==> src/rtl/tsc_pkg.sv <==
package tsc_pkg;

   typedef enum logic [2:0] {
      SM_FREE    = 3'b000,
      SM_QA      = 3'b001,
      SM_QB      = 3'b010,
      SM_QAB     = 3'b011,
      SM_RESTART = 3'b100,
      SM_GATE    = 3'b101,
      SM_START   = 3'b110,
      SM_EDGE    = 3'b111
   } slave_mode_e;

   localparam int unsigned CH_A   = 0;
   localparam int unsigned CH_B   = 1;
   localparam int unsigned CH_TRG = 2;
   localparam int unsigned N_CH   = 3;

endpackage

==> src/rtl/tsc_edge_sync.sv <==
module tsc_edge_sync #(
   parameter int unsigned N      = 3,
   parameter int unsigned STAGES = 2
) (
   input  logic         clk_i,
   input  logic         rst_ni,
   input  logic [N-1:0] din_i,
   output logic [N-1:0] lvl_o,
   output logic [N-1:0] rise_o,
   output logic [N-1:0] fall_o
);

   if (STAGES < 2) begin : g_bad_stages
      $error("tsc_edge_sync: STAGES must be at least 2");
   end

   for (genvar c = 0; c < N; c++) begin : g_ch
      logic [STAGES:0] sh_q;

      always_ff @(posedge clk_i or negedge rst_ni) begin
         if (!rst_ni) begin
            sh_q <= '0;
         end else begin
            sh_q[0] <= din_i[c];
            for (int i = 1; i <= STAGES; i++) begin
               sh_q[i] <= sh_q[i-1];
            end
         end
      end

      assign lvl_o[c]  = sh_q[STAGES-1];
      assign rise_o[c] = sh_q[STAGES-1] & ~sh_q[STAGES];
      assign fall_o[c] = ~sh_q[STAGES-1] & sh_q[STAGES];
   end

endmodule

==> src/rtl/tsc_mode_ctl.sv <==
module tsc_mode_ctl
   import tsc_pkg::*;
#(
   parameter int unsigned SYNC_DLY = 2
) (
   input  logic            clk_i,
   input  logic            rst_ni,
   input  logic [2:0]      mode_i,
   input  logic [N_CH-1:0] lvl_i,
   input  logic [N_CH-1:0] rise_i,
   input  logic [N_CH-1:0] fall_i,
   input  logic            dir_down_i,
   input  logic            sync_en_i,
   output logic            cnt_en_o,
   output logic            cnt_dn_o,
   output logic            restart_o,
   output logic            trig_o,
   output logic            dir_o
);

   if (SYNC_DLY < 1) begin : g_bad_dly
      $error("tsc_mode_ctl: SYNC_DLY must be at least 1");
   end

   slave_mode_e md;
   assign md = slave_mode_e'(mode_i);

   // quadrature direction decode; A leading B counts up
   logic a_up, a_dn, b_up, b_dn, a_ev, b_ev;
   assign a_up = (rise_i[CH_A] & ~lvl_i[CH_B]) | (fall_i[CH_A] &  lvl_i[CH_B]);
   assign a_dn = (rise_i[CH_A] &  lvl_i[CH_B]) | (fall_i[CH_A] & ~lvl_i[CH_B]);
   assign b_up = (rise_i[CH_B] &  lvl_i[CH_A]) | (fall_i[CH_B] & ~lvl_i[CH_A]);
   assign b_dn = (rise_i[CH_B] & ~lvl_i[CH_A]) | (fall_i[CH_B] &  lvl_i[CH_A]);
   assign a_ev = a_up | a_dn;
   assign b_ev = b_up | b_dn;

   logic quad;
   assign quad = (md == SM_QA) || (md == SM_QB) || (md == SM_QAB);

   // start / restart request and its alignment delay
   logic run_q;
   logic start_req;
   assign start_req = rise_i[CH_TRG] &
                      ((md == SM_RESTART) || ((md == SM_START) && !run_q));
   assign trig_o = start_req;

   logic [SYNC_DLY-1:0] dly_q;
   always_ff @(posedge clk_i or negedge rst_ni) begin
      if (!rst_ni) begin
         dly_q <= '0;
      end else begin
         dly_q[0] <= start_req;
         for (int i = 1; i < SYNC_DLY; i++) begin
            dly_q[i] <= dly_q[i-1];
         end
      end
   end

   logic start_eff, start_go;
   assign start_eff = sync_en_i ? dly_q[SYNC_DLY-1] : start_req;
   assign start_go  = start_eff && (md == SM_START);
   assign restart_o = start_eff && (md == SM_RESTART);

   always_ff @(posedge clk_i or negedge rst_ni) begin
      if (!rst_ni)            run_q <= 1'b0;
      else if (md != SM_START) run_q <= 1'b0;
      else if (start_go)       run_q <= 1'b1;
   end

   always_comb begin
      cnt_en_o = 1'b0;
      cnt_dn_o = dir_down_i;
      case (md)
         SM_FREE:    cnt_en_o = 1'b1;
         SM_QA: begin
            cnt_en_o = a_ev;
            cnt_dn_o = a_dn;
         end
         SM_QB: begin
            cnt_en_o = b_ev;
            cnt_dn_o = b_dn;
         end
         SM_QAB: begin
            cnt_en_o = a_ev ^ b_ev;
            cnt_dn_o = a_ev ? a_dn : b_dn;
         end
         SM_RESTART: cnt_en_o = 1'b1;
         SM_GATE:    cnt_en_o = lvl_i[CH_TRG];
         SM_START:   cnt_en_o = run_q | start_go;
         SM_EDGE:    cnt_en_o = rise_i[CH_TRG];
         default:    cnt_en_o = 1'b0;
      endcase
   end

   always_ff @(posedge clk_i or negedge rst_ni) begin
      if (!rst_ni)               dir_o <= 1'b0;
      else if (!quad)            dir_o <= dir_down_i;
      else if (cnt_en_o)         dir_o <= cnt_dn_o;
   end


   run_hold_chk: assert property (@(posedge clk_i) disable iff (!rst_ni)
      (md == SM_START && run_q && fall_i[CH_TRG] && mode_i == $past(mode_i)) |=> run_q);

endmodule

==> src/rtl/tsc_counter.sv <==
module tsc_counter #(
   parameter int unsigned CNT_W = 16
) (
   input  logic             clk_i,
   input  logic             rst_ni,
   input  logic             en_i,
   input  logic             dn_i,
   input  logic             restart_i,
   input  logic [CNT_W-1:0] reload_i,
   output logic [CNT_W-1:0] count_o,
   output logic             upd_o
);

   if (CNT_W < 2) begin : g_bad_w
      $error("tsc_counter: CNT_W must be at least 2");
   end

   logic [CNT_W-1:0] count_q;
   logic             upd_q;

   always_ff @(posedge clk_i or negedge rst_ni) begin
      if (!rst_ni) begin
         count_q <= '0;
         upd_q   <= 1'b0;
      end else begin
         upd_q <= 1'b0;
         if (restart_i) begin
            count_q <= dn_i ? reload_i : '0;
            upd_q   <= 1'b1;
         end else if (en_i) begin
            if (dn_i) begin
               if (count_q == '0) begin
                  count_q <= reload_i;
                  upd_q   <= 1'b1;
               end else begin
                  count_q <= count_q - 1'b1;
               end
            end else begin
               if (count_q >= reload_i) begin
                  count_q <= '0;
                  upd_q   <= 1'b1;
               end else begin
                  count_q <= count_q + 1'b1;
               end
            end
         end
      end
   end

   assign count_o = count_q;
   assign upd_o   = upd_q;


   upd_value_chk: assert property (@(posedge clk_i) disable iff (!rst_ni)
      upd_q |-> (count_q == '0 || count_q == $past(reload_i)));


   unit_step_chk: assert property (@(posedge clk_i) disable iff (!rst_ni)
      (!upd_q && count_q != $past(count_q)) |->
      (count_q == $past(count_q) + 1'b1 || count_q == $past(count_q) - 1'b1));

endmodule

==> src/rtl/tmr_slave_ctrl.sv <==
module tmr_slave_ctrl
   import tsc_pkg::*;
#(
   parameter int unsigned CNT_W       = 16,
   parameter int unsigned SYNC_STAGES = 2,
   parameter int unsigned SYNC_DLY    = 2
) (
   input  logic             clk,
   input  logic             rst_n,
   input  logic [2:0]       mode_sel,
   input  logic             enc_a,
   input  logic             enc_b,
   input  logic             trig_in,
   input  logic [CNT_W-1:0] reload,
   input  logic             dir_down,
   input  logic             sync_en,
   output logic [CNT_W-1:0] count,
   output logic             dir_out,
   output logic             upd_evt,
   output logic             trig_out
);

   logic [N_CH-1:0] raw, lvl, rise, fall;
   assign raw = {trig_in, enc_b, enc_a};

   logic cnt_en, cnt_dn, restart;

   tsc_edge_sync #(
      .N      (N_CH),
      .STAGES (SYNC_STAGES)
   ) i_sync (
      .clk_i  (clk),
      .rst_ni (rst_n),
      .din_i  (raw),
      .lvl_o  (lvl),
      .rise_o (rise),
      .fall_o (fall)
   );

   tsc_mode_ctl #(
      .SYNC_DLY (SYNC_DLY)
   ) i_ctl (
      .clk_i      (clk),
      .rst_ni     (rst_n),
      .mode_i     (mode_sel),
      .lvl_i      (lvl),
      .rise_i     (rise),
      .fall_i     (fall),
      .dir_down_i (dir_down),
      .sync_en_i  (sync_en),
      .cnt_en_o   (cnt_en),
      .cnt_dn_o   (cnt_dn),
      .restart_o  (restart),
      .trig_o     (trig_out),
      .dir_o      (dir_out)
   );

   tsc_counter #(
      .CNT_W (CNT_W)
   ) i_cnt (
      .clk_i     (clk),
      .rst_ni    (rst_n),
      .en_i      (cnt_en),
      .dn_i      (cnt_dn),
      .restart_i (restart),
      .reload_i  (reload),
      .count_o   (count),
      .upd_o     (upd_evt)
   );


   gate_hold_chk: assert property (@(posedge clk) disable iff (!rst_n)
      (mode_sel == SM_GATE && !lvl[CH_TRG]) |=> $stable(count));


   edge_only_chk: assert property (@(posedge clk) disable iff (!rst_n)
      (mode_sel == SM_EDGE && !rise[CH_TRG]) |=> $stable(count));


   restart_load_chk: assert property (@(posedge clk) disable iff (!rst_n)
      (restart && !dir_down) |=> (count == '0 && upd_evt));


   trig_mode_chk: assert property (@(posedge clk) disable iff (!rst_n)
      trig_out |-> (mode_sel == SM_RESTART || mode_sel == SM_START));

endmodule

==> config.mk <==
export PLATFORM = sky130hd
export DESIGN_NAME = tmr_slave_ctrl
export DESIGN_NICKNAME = d
export VERILOG_FILES = /design/src/rtl/tsc_pkg.sv /design/src/rtl/tsc_edge_sync.sv /design/src/rtl/tsc_mode_ctl.sv /design/src/rtl/tsc_counter.sv /design/src/rtl/tmr_slave_ctrl.sv
export SDC_FILE = /design/constraint.sdc
export NUM_CORES = 1
export LEC_CHECK = 0
export CAP_MARGIN = 5
export CORE_UTILIZATION = 38
export DETAILED_ROUTE_END_ITERATION = 10
export DONT_BUFFER_PORTS = 1
export GPL_TIMING_DRIVEN = 0
export PLACE_DENSITY_LB_ADDON = 0.05
export SLEW_MARGIN = 0
export SYNTH_ARGS = -nofsm -noshare
export SYNTH_HDL_FRONTEND = slang
export SYNTH_HIERARCHICAL = 1
export SYNTH_SLANG_ARGS = --single-unit
==> constraint.sdc <==
create_clock -name clk -period 5.7 [get_ports clk]
set_input_delay 0 -clock clk [delete_from_list [all_inputs] [get_ports clk]]
set_output_delay 0 -clock clk [all_outputs]
set_load 0.05 [all_outputs]
==> flow_summary.json, run 1 <==
{
  "hold_viol": 0,
  "critPathKind": "register to register",
  "grt_max_degree": 31,
  "rr_endpoint": "i_cnt/count_o[3]",
  "status": "finished clean",
  "setup-violations-final": 0,
  "grt_pass1_vias": 2657,
  "diodes": 0,
  "totalWireLength_um": 9080,
  "place.gp.congestion": 0.902,
  "fmax_ghz": 0.292,
  "dp_hpwl_um": 6650,
  "finalCritPeriodShare_pct": 60.0,
  "num_vias": 2698,
  "crit_path_start": "i_cnt/count_o[0]",
  "clock_latency_ns": 0.29,
  "place_inst": 445,
  "avgSynthCellArea_um2": 8.38,
  "cts.sinks": 30,
  "clkTransAtPathRegs_ns": 0.08,
  "synthToLayoutAreaGrowth_pct": 13.1,
  "avgRoutedWirePerCell_um": 19.4,
  "placement_rows": 31,
  "finalInstanceArea_um2": 3280,
  "vdd_drop_max_v": 0.000234,
  "die_w_um": 89.3,
  "skew_ns": 0.00423,
  "die_y_um": 89.3,
  "syn-num-nets": 391,
  "coreArea_um2": 7330,
  "r2r_cells": 8,
  "p_per_area_nw_per_um2": 465,
  "worstSetupStartpointType": "register",
  "end_kind": "register",
  "viasPerCell": 5.76,
  "finalNonFillerCells": 468,
  "antenna_found_initial": 0,
  "post_cts_buffers": 0,
  "ioPinCount": 45,
  "gr-total-overflow": 0,
  "r2r_start": "i_cnt/count_o[0]",
  "rsz0062_at_grt": "no",
  "netlist_area_um2": 2900,
  "total_power_w": 0.00152,
  "dr.first_iter.drc_count": 142,
  "route.detailed.drc": 0,
  "grt_usage_pct": 24.1,
  "power_leakage_nw": 1.35,
  "cts-root-buf": "clkbuf_8",
  "grt_first_pass_wirelength_um": 14300,
  "r2r_setup_slack_ns": 2.28,
  "firstDrtPassIters": 4,
  "min_path_type": "input port to register",
  "crit_required_ns": 5.90,
  "final_layout_size_suffix_gt1_share_pct": 13.3,
  "period_minus_slack_ns": 3.42,
  "post_dp_cell_area_um2": 3020,
  "cp.arrival_ns": 3.62,
  "numPortBuffers": 0,
  "synth_cells": 346,
  "max_cap_viol_count": 0,
  "cts_buffer_depth": 2,
  "dieArea_um2": 7980,
  "nets": 413,
  "htree_levels": 2,
  "fin_tns_setup_ns": 0,
  "numCtsBuffers": 5,
  "yosys_warnings": 6,
  "holdWs_ns": 0.0185,
  "worst_slew_pin_slew_ns": 0.706,
  "start_util_pct": 39.5,
  "path_max_fanout": 10,
  "cts_tree": "yes",
  "endpoint": "i_cnt/count_o[3]",
  "ant_nets": 0,
  "slew_headroom_pct": 52.9,
  "slew_violations": 0
}
-- where the power goes --
part	switching (W)	total (W)	internal (W)
Clock	0.0000961	0.000193	0.0000972
Sequential	0.000247	0.000510	0.000262
Combinational	0.000492	0.000822	0.000330
-- worst max-delay path, cell delays in order (launching register included) --
cell	delay (ns)
dfrtp_1	0.67
clkbuf_1	0.41
inv_1	0.15
ha_1	0.29
nand2b_1	0.15
a2111o_1	0.42
a31oi_2	0.53
nand3_2	0.39
o221ai_1	0.31
-- state kept, by name (all words and copies together) (netlist names) --
signal	cells
i_cnt/upd_o	1
i_sync/g_ch.sh_q	9
i_ctl/run_q	1
i_cnt/count_o	16
i_ctl/dly_q	2
i_ctl/dir_o	1
-- worst min-delay path by stage --
| stage | start | to | slack [ns] | cells after the start |
|---|---|---|---|---|
| after floorplan | rst_n | i_cnt/count_o[0] | -0.30 | 0 |
| after global placement | rst_n | i_sync/g_ch[2].sh_q[2] | -0.29 | 0 |
| after detailed placement | rst_n | i_sync/g_ch[2].sh_q[2] | -0.29 | 0 |
| after CTS | mode_sel[0] | i_ctl/run_q | 0.009 | 2 |
| after global routing | mode_sel[0] | i_ctl/run_q | 0.03 | 2 |
| final | mode_sel[0] | i_ctl/run_q | 0.02 | 2 |
-- area by class of cell --
type / count / area [um^2]
Clock inverter: 2 / 12.5
Fill cell: 768 / 4050
Clock buffer: 6 / 82.6
Buffer: 29 / 178
Multi-Input combinational cell: 262 / 1880
Inverter: 25 / 93.8
Tap cell: 99 / 124
Timing Repair Buffer: 15 / 160
Sequential cell: 30 / 751
-- layout by cell type (no fill, tap or decap), drive strengths merged, types with 3 or more instances in the layout --
cell	instances
dfrtp	30
inv	25
nand2	22
a21oi	21
buf	20
ha	19
o21ai	18
nand3	17
nor2	16
a31oi	16
nor3	15
dlygate4sd3	14
clkbuf	14
nand4	12
nor4	12
xor2	10
xnor2	10
o211ai	7
nor2b	6
nand2b	5
o22ai	4
o221ai	4
nor4b	4
o2111ai	3
a211o	3
mux2i	3
or4	3
-- metal layers --
layer | part of all wire (%) | track usage [%]
met1 | 46 | 32.9
met4 | 0.81 | 5.63
met3 | 7.2 | 4.16
met2 | 46 | 39.6
met5 | 0 | 0
-- per-stage QoR --
step	utilization, %	setup WS, ns
4_1_cts	44.7	2.31
2_1_floorplan	-	2.99
6_report	44.7	2.28
3_5_place_dp	41.2	2.34
3_3_place_gp	41.2	2.33
5_1_grt	44.7	2.11
-- repair_timing --
item	in CTS	in global routing
hold buffers	15	0
endpoints found under the hold margin	43	0
resized for setup	0	0
(Power assumes the default switching activity.)
==> run 2: changes to the inputs <==
Clock period 5.7 ns to 3.35 ns, I/O delays scaled along.
==> run 2 against run 1 <==
  * Clock-buffer cell count unchanged
  * Sequential share of layout area about the same
  * Flip-flop and latch count unchanged
  * Via count about the same
  * Clock skew about the same
  * Critical endpoint unchanged
  * Largest cell class unchanged
==> flow_summary.json, run 2 (synthesis results as in run 1) <==
{
  "status": "finished clean",
  "path_max_fanout": 10,
  "numCtsBuffers": 5,
  "final_cell_mix": "dfrtp_1, inv_1, nand2_1, a21oi_1, ha_1",
  "ioPinCount": 45,
  "largest_reg_flops": 16,
  "place_inst": 445,
  "post_cts_buffers": 0,
  "antenna_found_initial": 0,
  "hold_end": "i_ctl/run_q",
  "critical_path_buf_inv_count": 2,
  "layout_commonest_cell": "dfrtp_1",
  "hold_viol": 0,
  "cts_buffer_depth": 2,
  "num_vias": 2697,
  "postLayoutCoreUtil_pct": 44.9,
  "critPathKind": "register to register",
  "avgRoutedWirePerCell_um": 19.5,
  "setup-violations-final": 0,
  "period_minus_slack_ns": 3.07,
  "worst_slew_pin_slew_ns": 0.702,
  "synthToLayoutAreaGrowth_pct": 13.4,
  "die_w_um": 89.3,
  "diodes": 0,
  "grt_first_pass_wirelength_um": 14300,
  "cts-root-buf": "clkbuf_8",
  "slew_headroom_pct": 52.8,
  "grt_pass1_vias": 2657,
  "totalWireLength_um": 9120,
  "grt_usage_pct": 24.1,
  "cp_slowest_cell": "dfrtp_2",
  "grt_max_degree": 31,
  "numPortBuffers": 0,
  "rsz0062_at_grt": "no",
  "r2r_cells": 8,
  "dp_slack_ns": -0.0122,
  "max_cap_viol_count": 0,
  "r2r_start": "i_cnt/count_o[0]",
  "gr-total-overflow": 0,
  "dieArea_um2": 7980,
  "coreArea_um2": 7330,
  "dp_hpwl_um": 6650,
  "htree_levels": 2,
  "hold_start": "mode_sel[0]",
  "post_dp_cell_area_um2": 3020,
  "skew_ns": 0.00424,
  "nets": 413,
  "whs_path_depth": 2,
  "ant_nets": 0,
  "crit_path_start": "i_cnt/count_o[0]",
  "cts.sinks": 30,
  "power_leakage_nw": 1.35,
  "die_y_um": 89.3,
  "fmax_ghz": 0.326,
  "vdd_drop_max_v": 0.000399,
  "fin_ws_ns": 0.279,
  "viasPerCell": 5.76,
  "rr_endpoint": "i_cnt/count_o[3]",
  "place.gp.congestion": 0.902,
  "slew_violations": 0,
  "r2r_setup_slack_ns": 0.28,
  "firstDrtPassIters": 4,
  "clkTransAtPathRegs_ns": 0.08,
  "p_per_area_nw_per_um2": 791,
  "end_kind": "register",
  "route.detailed.drc": 0,
  "finalInstanceArea_um2": 3290,
  "final_layout_size_suffix_gt1_share_pct": 13.6,
  "min_path_type": "input port to register",
  "worstSetupStartpointType": "register",
  "finalNonFillerCells": 468,
  "worstPathCellList": "clkbuf_1, inv_1, ha_1, nand2b_1, a2111o_1, a31oi_4, nand3_2, o221ai_1",
  "critPathTopFamily": "compound AO/OA/AOI/OAI gates",
  "clock_latency_ns": 0.29,
  "crit_required_ns": 3.55,
  "max_stage_delay_ns": 0.54,
  "cts_tree": "yes",
  "placement_rows": 31,
  "finalCritPeriodShare_pct": 91.7,
  "dr.first_iter.drc_count": 154,
  "start_util_pct": 39.5,
  "cp.arrival_ns": 3.27
}
==> run 2: worst max-delay path by stage <==
stage                              to  depth (start not counted)
detailed placement   i_cnt/count_o[1]                          8
floorplan           i_cnt/count_o[11]                          8
CTS                  i_cnt/count_o[1]                          8
global route         i_cnt/count_o[3]                          8
finish               i_cnt/count_o[3]                          8
global placement     i_cnt/count_o[6]                          8
==> run 2: final cells by class <==
cell class	count	area, um^2
Fill cell	766	4040
Multi-Input combinational cell	262	1890
Sequential cell	30	752
Buffer	29	178
Timing Repair Buffer	15	160
Tap cell	99	124
Inverter	25	93.8
Clock buffer	6	82.6
Clock inverter	2	12.5
==> run 2: power breakdown <==
| part | leakage [nW] | total, W | switching [W] | internal, W |
|---|---|---|---|---|
| Combinational | 0.932 | 0.00141 | 0.000844 | 0.000562 |
| Clock | 0.0472 | 0.000329 | 0.000163 | 0.000165 |
| Sequential | 0.374 | 0.000868 | 0.000420 | 0.000448 |
==> run 2: timing repair <==
action                                  in CTS  in global routing
hold buffers                                15                  0
gates resized for setup                      1                  1
endpoints found under the setup margin       8                  8
hold endpoints to repair                    43                  0
==> run 2: stage by stage <==
| stage | TNS [ns] | hold WS (ns) | power (W) |
|---|---|---|---|
| 6_report | 0 | 0.0180 | 0.00260 |
| 5_1_grt | 0 | 0.0287 | 0.00279 |
| 4_1_cts | 0 | 0.00941 | 0.00260 |
| 3_5_place_dp | -0.0122 | -0.295 | 0.00224 |
| 3_3_place_gp | -0.0401 | -0.295 | 0.00223 |
| 2_1_floorplan | 0 | -0.296 | 0.00194 |
==> run 2: layer usage <==
| layer | share of wire, % | wire (um) | track usage (%) | vias up |
|---|---|---|---|---|
| li1 | - | - | - | 1323 |
| met1 | 46 | 4170 | 32.9 | 1281 |
| met2 | 46 | 4160 | 39.6 | 85 |
| met3 | 7.4 | 675 | 4.16 | 8 |
| met4 | 1.2 | 106 | 5.63 | 0 |
| met5 | 0 | 0 | 0 | - |
==> run 3: changes to the inputs <==
Settings changed: PLACE_DENSITY_LB_ADDON 0.05 to 0.15.
Clock period 3.35 ns to 3.1 ns, I/O delays scaled along.
==> run 3 against run 2 <==
  * Register-to-register slack got worse by 0.11 ns
  * Clock skew is 0.00053 ns higher
  * Flip-flop and latch count is the same
  * Global-route usage fell by 0.093 points
  * Worst setup slack lost 0.11 ns
  * Clock power rose by 6.4%
  * Worst hold slack gained 0.0013 ns
  * Critical endpoint is now i_cnt/count_o[5]
==> flow_summary.json, run 3 (synthesis results as in run 1) <==
{
  "hold_start": "reload[14]",
  "final_cell_mix": "dfrtp_1, inv_1, nand2_1, a21oi_1, ha_1",
  "synthToLayoutAreaGrowth_pct": 13.5,
  "ioPinCount": 45,
  "r2r_start": "i_cnt/count_o[15]",
  "final_layout_size_suffix_gt1_share_pct": 14.1,
  "viasPerCell": 6.02,
  "dp_slack_ns": -0.243,
  "firstDrtPassIters": 4,
  "route.detailed.drc": 0,
  "ant_nets": 0,
  "status": "finished clean",
  "cts.sinks": 30,
  "postLayoutCoreUtil_pct": 44.9,
  "dr.first_iter.drc_count": 206,
  "clkTransAtPathRegs_ns": 0.07,
  "swShare_pct": 54.9,
  "total_power_w": 0.00283,
  "crit_required_ns": 3.30,
  "hold_viol": 0,
  "critPathKind": "register to register",
  "p_per_area_nw_per_um2": 859,
  "slew_headroom_pct": 52.9,
  "coreArea_um2": 7330,
  "start_util_pct": 39.5,
  "fmax_ghz": 0.342,
  "switchingPower_w": 0.00155,
  "cts-root-buf": "clkbuf_8",
  "clock_latency_ns": 0.29,
  "rsz0062_at_grt": "no",
  "power.share.clock_pct": 12.4,
  "avgRoutedWirePerCell_um": 19.3,
  "dp_hpwl_um": 6620,
  "r2r_cells": 6,
  "diodes": 0,
  "die_w_um": 89.3,
  "slew_violations": 0,
  "end_kind": "register",
  "skew_ns": 0.00477,
  "crit_path_start": "i_cnt/count_o[15]",
  "grt_first_pass_wirelength_um": 14300,
  "fin_tns_setup_ns": 0,
  "nets": 413,
  "worst_slew_pin_slew_ns": 0.706,
  "layout_commonest_cell": "dfrtp_1",
  "min_path_type": "input port to register",
  "grt_usage_pct": 24.0,
  "place.gp.congestion": 0.890,
  "numCtsBuffers": 5,
  "totalWireLength_um": 9040,
  "fin_ws_ns": 0.173,
  "cts_tree": "yes",
  "endpoint": "i_cnt/count_o[5]",
  "cts_buffer_depth": 2,
  "holdWs_ns": 0.0194,
  "finalCritPeriodShare_pct": 94.4,
  "max_cap_viol_count": 0,
  "worstSetupStartpointType": "register",
  "placement_rows": 31,
  "die_y_um": 89.3,
  "numPortBuffers": 0,
  "r2r_setup_slack_ns": 0.17,
  "seq_power_share_pct": 33.2,
  "p_int_w": 0.00127,
  "num_vias": 2817,
  "period_minus_slack_ns": 2.93,
  "rr_endpoint": "i_cnt/count_o[5]",
  "vdd_drop_max_v": 0.000376,
  "power_leakage_nw": 1.36,
  "setup-violations-final": 0,
  "gr-total-overflow": 0,
  "grt_pass1_vias": 2755,
  "power_frac_comb_pct": 54.4,
  "antenna_found_initial": 0,
  "htree_levels": 2,
  "post_cts_buffers": 0,
  "path_max_fanout": 10,
  "dieArea_um2": 7980,
  "grt_max_degree": 31,
  "cp.arrival_ns": 3.12,
  "largest_reg_flops": 16
}
-- run 3: cell types whose count changed in the layout (fill, tap and decap cells not counted) --
cell,before,now
clkbuf_1,8,6
clkbuf_2,0,2
-- run 3: repair_timing --
action | CTS | global route
endpoints found under the setup margin | 11 | 10
hold buffers | 15 | 0
gates resized for setup | 2 | 3
endpoints found under the hold margin | 43 | 0
-- run 3: per-layer routing --
metal  track usage [%]  vias to the layer above  routed length (um)  share of wire [%]
met5                 0                        -                   0                  0
met4              7.36                        0                 141                1.6
met3              4.62                       13                 651                7.2
met2              39.0                      112                4100                 45
met1              32.2                     1358                4150                 46
li1                  -                     1334                   -                  -
-- run 3: worst max-delay path, cell delays in order, from the launching register on --
cell and delay, ns:
dfrtp_1 0.77, ha_1 0.38, nand4_1 0.27, nor3_1 0.15, a211oi_2 0.56, nand3_2 0.39, o211ai_1 0.30
-- run 3: final cells by class --
class | count | area, um^2
buffer | 29 | 180
tap | 99 | 124
inverter | 25 | 93.8
clock inverter | 2 | 12.5
timing repair buffer | 15 | 160
sequential | 30 | 752
fill | 743 | 4040
multi-input combinational | 262 | 1890
clock buffer | 6 | 82.6
-- run 3: stage by stage --
step,cells,area (um^2)
after detailed placement,445,3020
final,468,3290
after global routing,468,3290
after global placement,445,3020
after CTS,468,3280
after floorplan,346,2900
-- run 3: worst min path at each step --
stage                             end  slack, ns  depth (start not counted)
5_1_grt                   i_ctl/run_q       0.02                          2
3_3_place_gp   i_sync/g_ch[2].sh_q[1]      -0.29                          0
6_report            i_cnt/count_o[14]       0.02                          4
2_1_floorplan        i_cnt/count_o[0]      -0.30                          0
4_1_cts             i_cnt/count_o[14]      0.003                          4
3_5_place_dp   i_sync/g_ch[2].sh_q[1]      -0.29                          0
-- run 3: power groups by stage --
| stage | Combinational [W] | Sequential [W] | Clock (W) |
|---|---|---|---|
| 2_1_floorplan | 0.00118 | 0.000909 | 0 |
| 3_3_place_gp | 0.00146 | 0.000946 | 0 |
| 3_5_place_dp | 0.00148 | 0.000949 | 0 |
| 4_1_cts | 0.00151 | 0.000941 | 0.000363 |
| 5_1_grt | 0.00169 | 0.000958 | 0.000373 |
| 6_report | 0.00154 | 0.000938 | 0.000350 |
